==> src/rtl/ps2m_pkg.sv <==
package ps2m_pkg;
  localparam int DATA_BITS = 8;
  localparam int WORD_BITS = DATA_BITS + 3;
  localparam int MOVE_W    = DATA_BITS + 1;

  // position of each field inside the status byte
  localparam int ST_LEFT  = 0;
  localparam int ST_RIGHT = 1;
  localparam int ST_SYNC  = 3;
  localparam int ST_XSIGN = 4;
  localparam int ST_YSIGN = 5;
  localparam int ST_XOVF  = 6;
  localparam int ST_YOVF  = 7;

  typedef enum logic [1:0] {
    SLOT_STATUS = 2'd0,
    SLOT_XMOVE  = 2'd1,
    SLOT_YMOVE  = 2'd2
  } slot_e;
endpackage

==> src/rtl/ps2m_sync.sv <==
module ps2m_sync #(
  parameter int STAGES = 2
) (
  input  logic clk,
  input  logic rst,
  input  logic ck_in,
  input  logic dt_in,
  output logic ck_fall,
  output logic dt_q
);
  logic [STAGES-1:0] ck_pipe;
  logic [STAGES-1:0] dt_pipe;
  logic              ck_last;

  always_ff @(posedge clk) begin
    if (rst) begin
      ck_pipe <= '1;
      dt_pipe <= '1;
      ck_last <= 1'b1;
    end else begin
      ck_pipe <= {ck_pipe[STAGES-2:0], ck_in};
      dt_pipe <= {dt_pipe[STAGES-2:0], dt_in};
      ck_last <= ck_pipe[STAGES-1];
    end
  end

  assign ck_fall = ck_last & ~ck_pipe[STAGES-1];
  assign dt_q    = dt_pipe[STAGES-1];
endmodule

==> src/rtl/ps2m_word_rx.sv <==
module ps2m_word_rx
  import ps2m_pkg::*;
#(
  parameter int TIMEOUT_CYC = 500000
) (
  input  logic                 clk,
  input  logic                 rst,
  input  logic                 fall,
  input  logic                 din,
  input  logic                 hold,
  output logic                 byte_vld,
  output logic [DATA_BITS-1:0] byte_out,
  output logic                 frame_err,
  output logic                 tout
);
  localparam int CW  = $clog2(WORD_BITS);
  localparam int IW  = $clog2(TIMEOUT_CYC);
  localparam logic [CW-1:0] LAST_DATA = CW'(DATA_BITS);
  localparam logic [CW-1:0] PAR_POS   = CW'(DATA_BITS + 1);
  localparam logic [CW-1:0] STOP_POS  = CW'(WORD_BITS - 1);
  localparam logic [IW-1:0] IDLE_LIM  = IW'(TIMEOUT_CYC - 1);

  logic [CW-1:0]        bit_cnt;
  logic [DATA_BITS-1:0] shreg;
  logic                 par_q;
  logic [IW-1:0]        idle_cnt;
  logic                 busy;

  assign busy     = (bit_cnt != '0) || hold;
  assign byte_out = shreg;

  always_ff @(posedge clk) begin
    if (rst) begin
      bit_cnt   <= '0;
      shreg     <= '0;
      par_q     <= 1'b0;
      idle_cnt  <= '0;
      byte_vld  <= 1'b0;
      frame_err <= 1'b0;
      tout      <= 1'b0;
    end else begin
      byte_vld  <= 1'b0;
      frame_err <= 1'b0;
      tout      <= 1'b0;
      if (fall) begin
        idle_cnt <= '0;
        if (bit_cnt == '0) begin
          if (!din) bit_cnt <= CW'(1);
          else      frame_err <= 1'b1;
        end else if (bit_cnt <= LAST_DATA) begin
          shreg   <= {din, shreg[DATA_BITS-1:1]};
          bit_cnt <= bit_cnt + CW'(1);
        end else if (bit_cnt == PAR_POS) begin
          par_q   <= din;
          bit_cnt <= STOP_POS;
        end else begin
          bit_cnt <= '0;
          if (din && (^{shreg, par_q})) byte_vld  <= 1'b1;
          else                          frame_err <= 1'b1;
        end
      end else if (busy) begin
        if (idle_cnt == IDLE_LIM) begin
          idle_cnt <= '0;
          bit_cnt  <= '0;
          tout     <= 1'b1;
        end else begin
          idle_cnt <= idle_cnt + IW'(1);
        end
      end else begin
        idle_cnt <= '0;
      end
    end
  end

  // a word ends either accepted or rejected, never both
  p_accept_reject_excl_r2: assert property (@(posedge clk) disable iff (rst)
    !(byte_vld && frame_err));
  // bit position never leaves the 11-bit word
  p_bitpos_range_r2: assert property (@(posedge clk) disable iff (rst)
    bit_cnt <= STOP_POS);
  // a timeout leaves the word position at its start and yields no byte
  p_timeout_clears_r8: assert property (@(posedge clk) disable iff (rst)
    tout |-> (bit_cnt == '0) && !byte_vld);
endmodule

==> src/rtl/ps2m_pkt_asm.sv <==
module ps2m_pkt_asm
  import ps2m_pkg::*;
(
  input  logic                 clk,
  input  logic                 rst,
  input  logic                 byte_vld,
  input  logic [DATA_BITS-1:0] byte_in,
  input  logic                 abort,
  output logic                 pkt_mid,
  output logic                 rpt_vld,
  output logic                 btn_left,
  output logic                 btn_right,
  output logic [MOVE_W-1:0]    move_x,
  output logic [MOVE_W-1:0]    move_y,
  output logic                 ovf_x,
  output logic                 ovf_y
);
  slot_e                slot;
  logic [DATA_BITS-1:0] stat_q;
  logic [DATA_BITS-1:0] xb_q;

  assign pkt_mid = (slot != SLOT_STATUS);

  always_ff @(posedge clk) begin
    if (rst) begin
      slot      <= SLOT_STATUS;
      stat_q    <= '0;
      xb_q      <= '0;
      rpt_vld   <= 1'b0;
      btn_left  <= 1'b0;
      btn_right <= 1'b0;
      move_x    <= '0;
      move_y    <= '0;
      ovf_x     <= 1'b0;
      ovf_y     <= 1'b0;
    end else begin
      rpt_vld <= 1'b0;
      if (abort) begin
        slot <= SLOT_STATUS;
      end else if (byte_vld) begin
        unique case (slot)
          SLOT_STATUS: begin
            if (byte_in[ST_SYNC]) begin
              stat_q <= byte_in;
              slot   <= SLOT_XMOVE;
            end
          end
          SLOT_XMOVE: begin
            xb_q <= byte_in;
            slot <= SLOT_YMOVE;
          end
          default: begin
            rpt_vld   <= 1'b1;
            btn_left  <= stat_q[ST_LEFT];
            btn_right <= stat_q[ST_RIGHT];
            ovf_x     <= stat_q[ST_XOVF];
            ovf_y     <= stat_q[ST_YOVF];
            move_x    <= {stat_q[ST_XSIGN], xb_q};
            move_y    <= {stat_q[ST_YSIGN], byte_in};
            slot      <= SLOT_STATUS;
          end
        endcase
      end
    end
  end

  // the strobe lasts a single cycle
  p_strobe_single_r4: assert property (@(posedge clk) disable iff (rst)
    rpt_vld |=> !rpt_vld);
  // a report only follows an accepted byte
  p_strobe_after_byte_r4: assert property (@(posedge clk) disable iff (rst)
    rpt_vld |-> $past(byte_vld));
  // the published flags match the stored status byte
  p_flags_from_status_r5: assert property (@(posedge clk) disable iff (rst)
    rpt_vld |-> (ovf_x == stat_q[ST_XOVF]) && (move_y[MOVE_W-1] == stat_q[ST_YSIGN]));
  // a status candidate without the sync bit keeps the slot at status
  p_resync_r7: assert property (@(posedge clk) disable iff (rst)
    (byte_vld && !abort && slot == SLOT_STATUS && !byte_in[ST_SYNC]) |=> slot == SLOT_STATUS);
  // outputs only move with a strobe
  p_hold_r9: assert property (@(posedge clk) disable iff (rst)
    !rpt_vld |-> $stable(move_x) && $stable(move_y) && $stable(btn_left));
endmodule

==> src/rtl/ps2_mouse_rx.sv <==
module ps2_mouse_rx
  import ps2m_pkg::*;
#(
  parameter int TIMEOUT_CYC = 500000,
  parameter int SYNC_STAGES = 2
) (
  input  logic              clk,
  input  logic              rst,
  input  logic              ps2_clk_i,
  input  logic              ps2_dat_i,
  output logic              rpt_vld,
  output logic              btn_left,
  output logic              btn_right,
  output logic [MOVE_W-1:0] move_x,
  output logic [MOVE_W-1:0] move_y,
  output logic              ovf_x,
  output logic              ovf_y
);
  logic                 fall;
  logic                 dsync;
  logic                 pkt_mid;
  logic                 byte_vld;
  logic [DATA_BITS-1:0] byte_val;
  logic                 frame_err;
  logic                 tout;

  ps2m_sync #(.STAGES(SYNC_STAGES)) u_sync (
    .clk(clk), .rst(rst), .ck_in(ps2_clk_i), .dt_in(ps2_dat_i),
    .ck_fall(fall), .dt_q(dsync)
  );

  ps2m_word_rx #(.TIMEOUT_CYC(TIMEOUT_CYC)) u_word (
    .clk(clk), .rst(rst), .fall(fall), .din(dsync), .hold(pkt_mid),
    .byte_vld(byte_vld), .byte_out(byte_val), .frame_err(frame_err), .tout(tout)
  );

  ps2m_pkt_asm u_asm (
    .clk(clk), .rst(rst), .byte_vld(byte_vld), .byte_in(byte_val),
    .abort(frame_err | tout), .pkt_mid(pkt_mid),
    .rpt_vld(rpt_vld), .btn_left(btn_left), .btn_right(btn_right),
    .move_x(move_x), .move_y(move_y), .ovf_x(ovf_x), .ovf_y(ovf_y)
  );
endmodule

==> config.mk <==
export PLATFORM = sky130hd
export DESIGN_NAME = ps2_mouse_rx
export DESIGN_NICKNAME = d
export VERILOG_FILES = /design/src/rtl/ps2m_pkg.sv /design/src/rtl/ps2m_sync.sv /design/src/rtl/ps2m_word_rx.sv /design/src/rtl/ps2m_pkt_asm.sv /design/src/rtl/ps2_mouse_rx.sv
export SDC_FILE = /design/constraint.sdc
export NUM_CORES = 1
export LEC_CHECK = 0
export BUFFER_PORTS_ARGS = -buffer_cell sky130_fd_sc_hd__buf_4
export CORE_UTILIZATION = 53
export CTS_CLUSTER_SIZE = 14
export DETAILED_ROUTE_END_ITERATION = 8
export PLACE_DENSITY = 0.75
export SKIP_CTS_REPAIR_TIMING = 1
export SYNTH_ARGS = -nofsm -noshare
export SYNTH_HDL_FRONTEND = slang
export SYNTH_SLANG_ARGS = --single-unit
==> constraint.sdc <==
create_clock -name clk -period 1.6 [get_ports clk]
set_input_delay 0.08 -clock clk [delete_from_list [all_inputs] [get_ports clk]]
set_output_delay 0.08 -clock clk [all_outputs]
set_load 0.005 [all_outputs]
==> results.yml <==
floorplanning:
  io_pins: 27
  fp.coreArea_sq_mm: 0.005921
  die_width_um: 80.35
  start_util: 0.5495
  fp-row-count: 28
  die_area_sq_mm: 0.006455
  die_h_um: 80.35
timing:
  max_freq_ghz: 0.6455
  rsz0062_at_grt: "yes"
  hold-worst-slack_ns: 0.009367
  finalHoldViolCount: 0
  setup_tns_ns: 0
  slew_viol_final: 0
  max_slew.worst_pin.slew_ns: 0.4300
  setup_viol: 0
  min_period_ns: 1.549
  clock-skew-final_ns: 0.01089
  fin_crit_sh: 0.9682
  slew-limit-headroom: 0.7133
grt:
  grt_usage: 0.2408
  antenna_found_initial: 0
  overflow: 0
  grt_pass1_vias: 2573
  grt_first_pass_wirelength_um: 11770
  grt_max_degree: 44
detailed_routing:
  avgViaCountPerCell: 5.478
  drt-wirelength-per-cell_um: 13.91
  drt-initial-drc-count: 224
  drc: 0
  vias: 2783
  wirelength_um: 7068
  drt-pass1-iter-count: 4
  final_antenna_net_count: 0
hold_path:
  worstHoldPathType: "input port to flip-flop"
  hold_depth: 2
yosys:
  syn_area_sq_mm: 0.003253
  async_reset_ff_frac: 0
  synth-seq-cells: 79
  syn_nets: 373
  ys_warn_count: 0
  ys.flop_type: "dfxtp_1"
  synth_edf_count: 0
  synthCells: 365
  ys_types: 46
  yosysSeqAreaShare: 0.4862
  avgSynthCellArea_sq_um: 8.913
layout:
  syn_to_final_growth_pct: 27.23
  final_area_sq_mm: 0.004139
  drive_above_1_share: 0.2633
  fillCellCount: 462
  seqCellArea_sq_mm: 0.001588
  nNetsFinal: 436
  multi_input_area_sq_mm: 0.001653
  n_antenna_cell: 0
setup_path:
  max_stage_delay_ns: 0.47
  reg2reg_depth: 5
  required_ns: 1.89
  end_kind: "flip-flop"
  worstSetupPathType: "flip-flop to flip-flop"
  crit_family: "simple AND/OR/NAND/NOR gates"
  worst-path-stages: 5
  worstPathMaxFanout: 6
  crit_path_start_kind: "flip-flop"
  cp_cell_sequence: "ha_4 > and4_4 > nand4_4 > or3_2 > a21oi_1"
  crit_slowest_cell: "or3_2"
  worst-path-buf-inv: 0
  crit_arrival_ns: 1.84
placed_design:
  portBuffers: 26
  place_area_sq_mm: 0.003800
  gp_congestion: 0.9019
  dp_hpwl_um: 4781
clocking:
  cts_buffers: 9
  path_clk_slew_ns: 0.09
  ctsHtreeMaxLevel: 3
  clock-root-buffer: "clkbuf_8"
  worstSkewPairLatency_ns: 0.36
  clock_path_buffers: 2
  cts_tree: "yes"
  clock_sinks: 79
power:
  vdd_drop_max_mv: 0.8764
  power.density_mw_per_mm2: 895.5
  p_leak_nw: 1.651
status:
  status: "finished, final reports clean"
job:
  max_cap_viol_count: 0
cell families after synthesis:
group | after synthesis | share of synthesized area
AND/OR/NAND/NOR | 150 | 0.2296
flip-flops | 79 | 0.4862
AO/OA/AOI/OAI | 70 | 0.1250
buffers and inverters | 26 | 0.03654
XOR/XNOR | 20 | 0.05808
multiplexers | 15 | 0.04615
adder cells (fa/ha/maj) | 5 | 0.01846
final timing paths:
kind / from / end / slack, ns
worst min-delay path: rst / u_word.byte_out[5]$_SDFFE_PP0P_ / 0.009
worst max-delay path: u_word.idle_cnt[1]$_SDFF_PP0_ / u_word.idle_cnt[16]$_SDFF_PP0_ / 0.05
worst min register to register: u_sync.dt_pipe[0]$_SDFF_PP1_ / u_sync.dt_pipe[1]$_SDFF_PP1_ / 0.41
worst max register to register: u_word.idle_cnt[1]$_SDFF_PP0_ / u_word.idle_cnt[16]$_SDFF_PP0_ / 0.05
cells in the mapped netlist (2+ instances only):
| cell type | instances | area [sq um] |
|---|---|---|
| clkbuf_1 | 13 | 48.80 |
| or4_1 | 2 | 15.01 |
| and4_1 | 3 | 26.28 |
| nand3_1 | 19 | 95.09 |
| o21ai_0 | 17 | 85.08 |
| nand2b_1 | 2 | 12.51 |
| and3_1 | 4 | 25.02 |
| buf_2 | 2 | 10.01 |
| dfxtp_1 | 79 | 1582 |
| mux2i_1 | 15 | 150.1 |
| nor2_1 | 36 | 135.1 |
| nand4b_1 | 2 | 17.52 |
| nand4_1 | 8 | 50.05 |
| nand2_1 | 51 | 191.4 |
| or3_2 | 2 | 15.01 |
| or3_1 | 2 | 12.51 |
| a21oi_1 | 37 | 185.2 |
| nor4b_1 | 2 | 17.52 |
| ha_1 | 4 | 50.05 |
| or2_2 | 5 | 31.28 |
| o211ai_1 | 3 | 22.52 |
| nor3_1 | 2 | 10.01 |
| buf_4 | 3 | 22.52 |
| o31ai_1 | 4 | 30.03 |
| nor2b_1 | 4 | 25.02 |
| xor2_1 | 13 | 113.9 |
| xnor2_1 | 6 | 52.55 |
| inv_1 | 7 | 26.28 |
sequential cells by signal, indices dropped and copies added, names as in the netlist, 2 cells and up:
register	cells
u_asm.move_x	9
u_asm.move_y	9
u_asm.slot	2
u_asm.stat_q	6
u_asm.xb_q	8
u_sync.ck_pipe	2
u_sync.dt_pipe	2
u_word.bit_cnt	4
u_word.byte_out	8
u_word.idle_cnt	19
per-layer routing:
layer / part of all wire / wire, um / global-route usage
met1: 0.45 / 3148 / 0.2949
met2: 0.49 / 3442 / 0.3847
met3: 0.042 / 299 / 0.06250
met4: 0.025 / 178 / 0.1286
met5: 0 / 0 / 0
power breakdown:
group / internal [mW] / leakage, nW / switching (mW) / total (mW)
Sequential: 1.97 / 0.640 / 0.00442 / 1.97
Clock: 0.890 / 0.104 / 0.762 / 1.65
Combinational: 0.0299 / 0.908 / 0.0492 / 0.0791
cell type report:
cell class / instances / area share
multi-input combinational: 260 / 0.3993
inverter: 7 / 0.006348
timing repair buffer: 71 / 0.1348
tap: 75 / 0.02267
clock buffer: 10 / 0.03083
clock inverter: 6 / 0.02237
sequential: 79 / 0.3836
layout by cell type, fill, tap and decap left out, types with 3 or more instances in the layout:
master    synthesis  layout
nor2b_1           4       4
and3_1            4       3
nand3_1          19      17
o21ai_0          17      16
o31ai_1           4       4
inv_1             7       7
dfxtp_2           0       5
nand2_1          51      51
nor2_1           36      35
or2_2             5       5
xor2_1           13      12
dfxtp_1          79      74
xnor2_1           6       5
o211ai_1          3       3
mux2i_1          15      15
nand4_1           8       8
buf_4             3      66
clkbuf_8          0       9
a21oi_1          37      37
through the flow:
stage                     std cells  power (mW)    util  worst slack, ns
final                           508       3.706  0.6991          0.05085
after global routing            508       3.823  0.6991         -0.02754
after CTS                       505       3.717  0.6790         -0.07347
after detailed placement        489       2.090  0.6418         -0.05328
after global placement          489       2.089  0.6418        -0.007693
after floorplan                 365       2.064       -        -0.001218
Power figures use the tool's default switching activity.
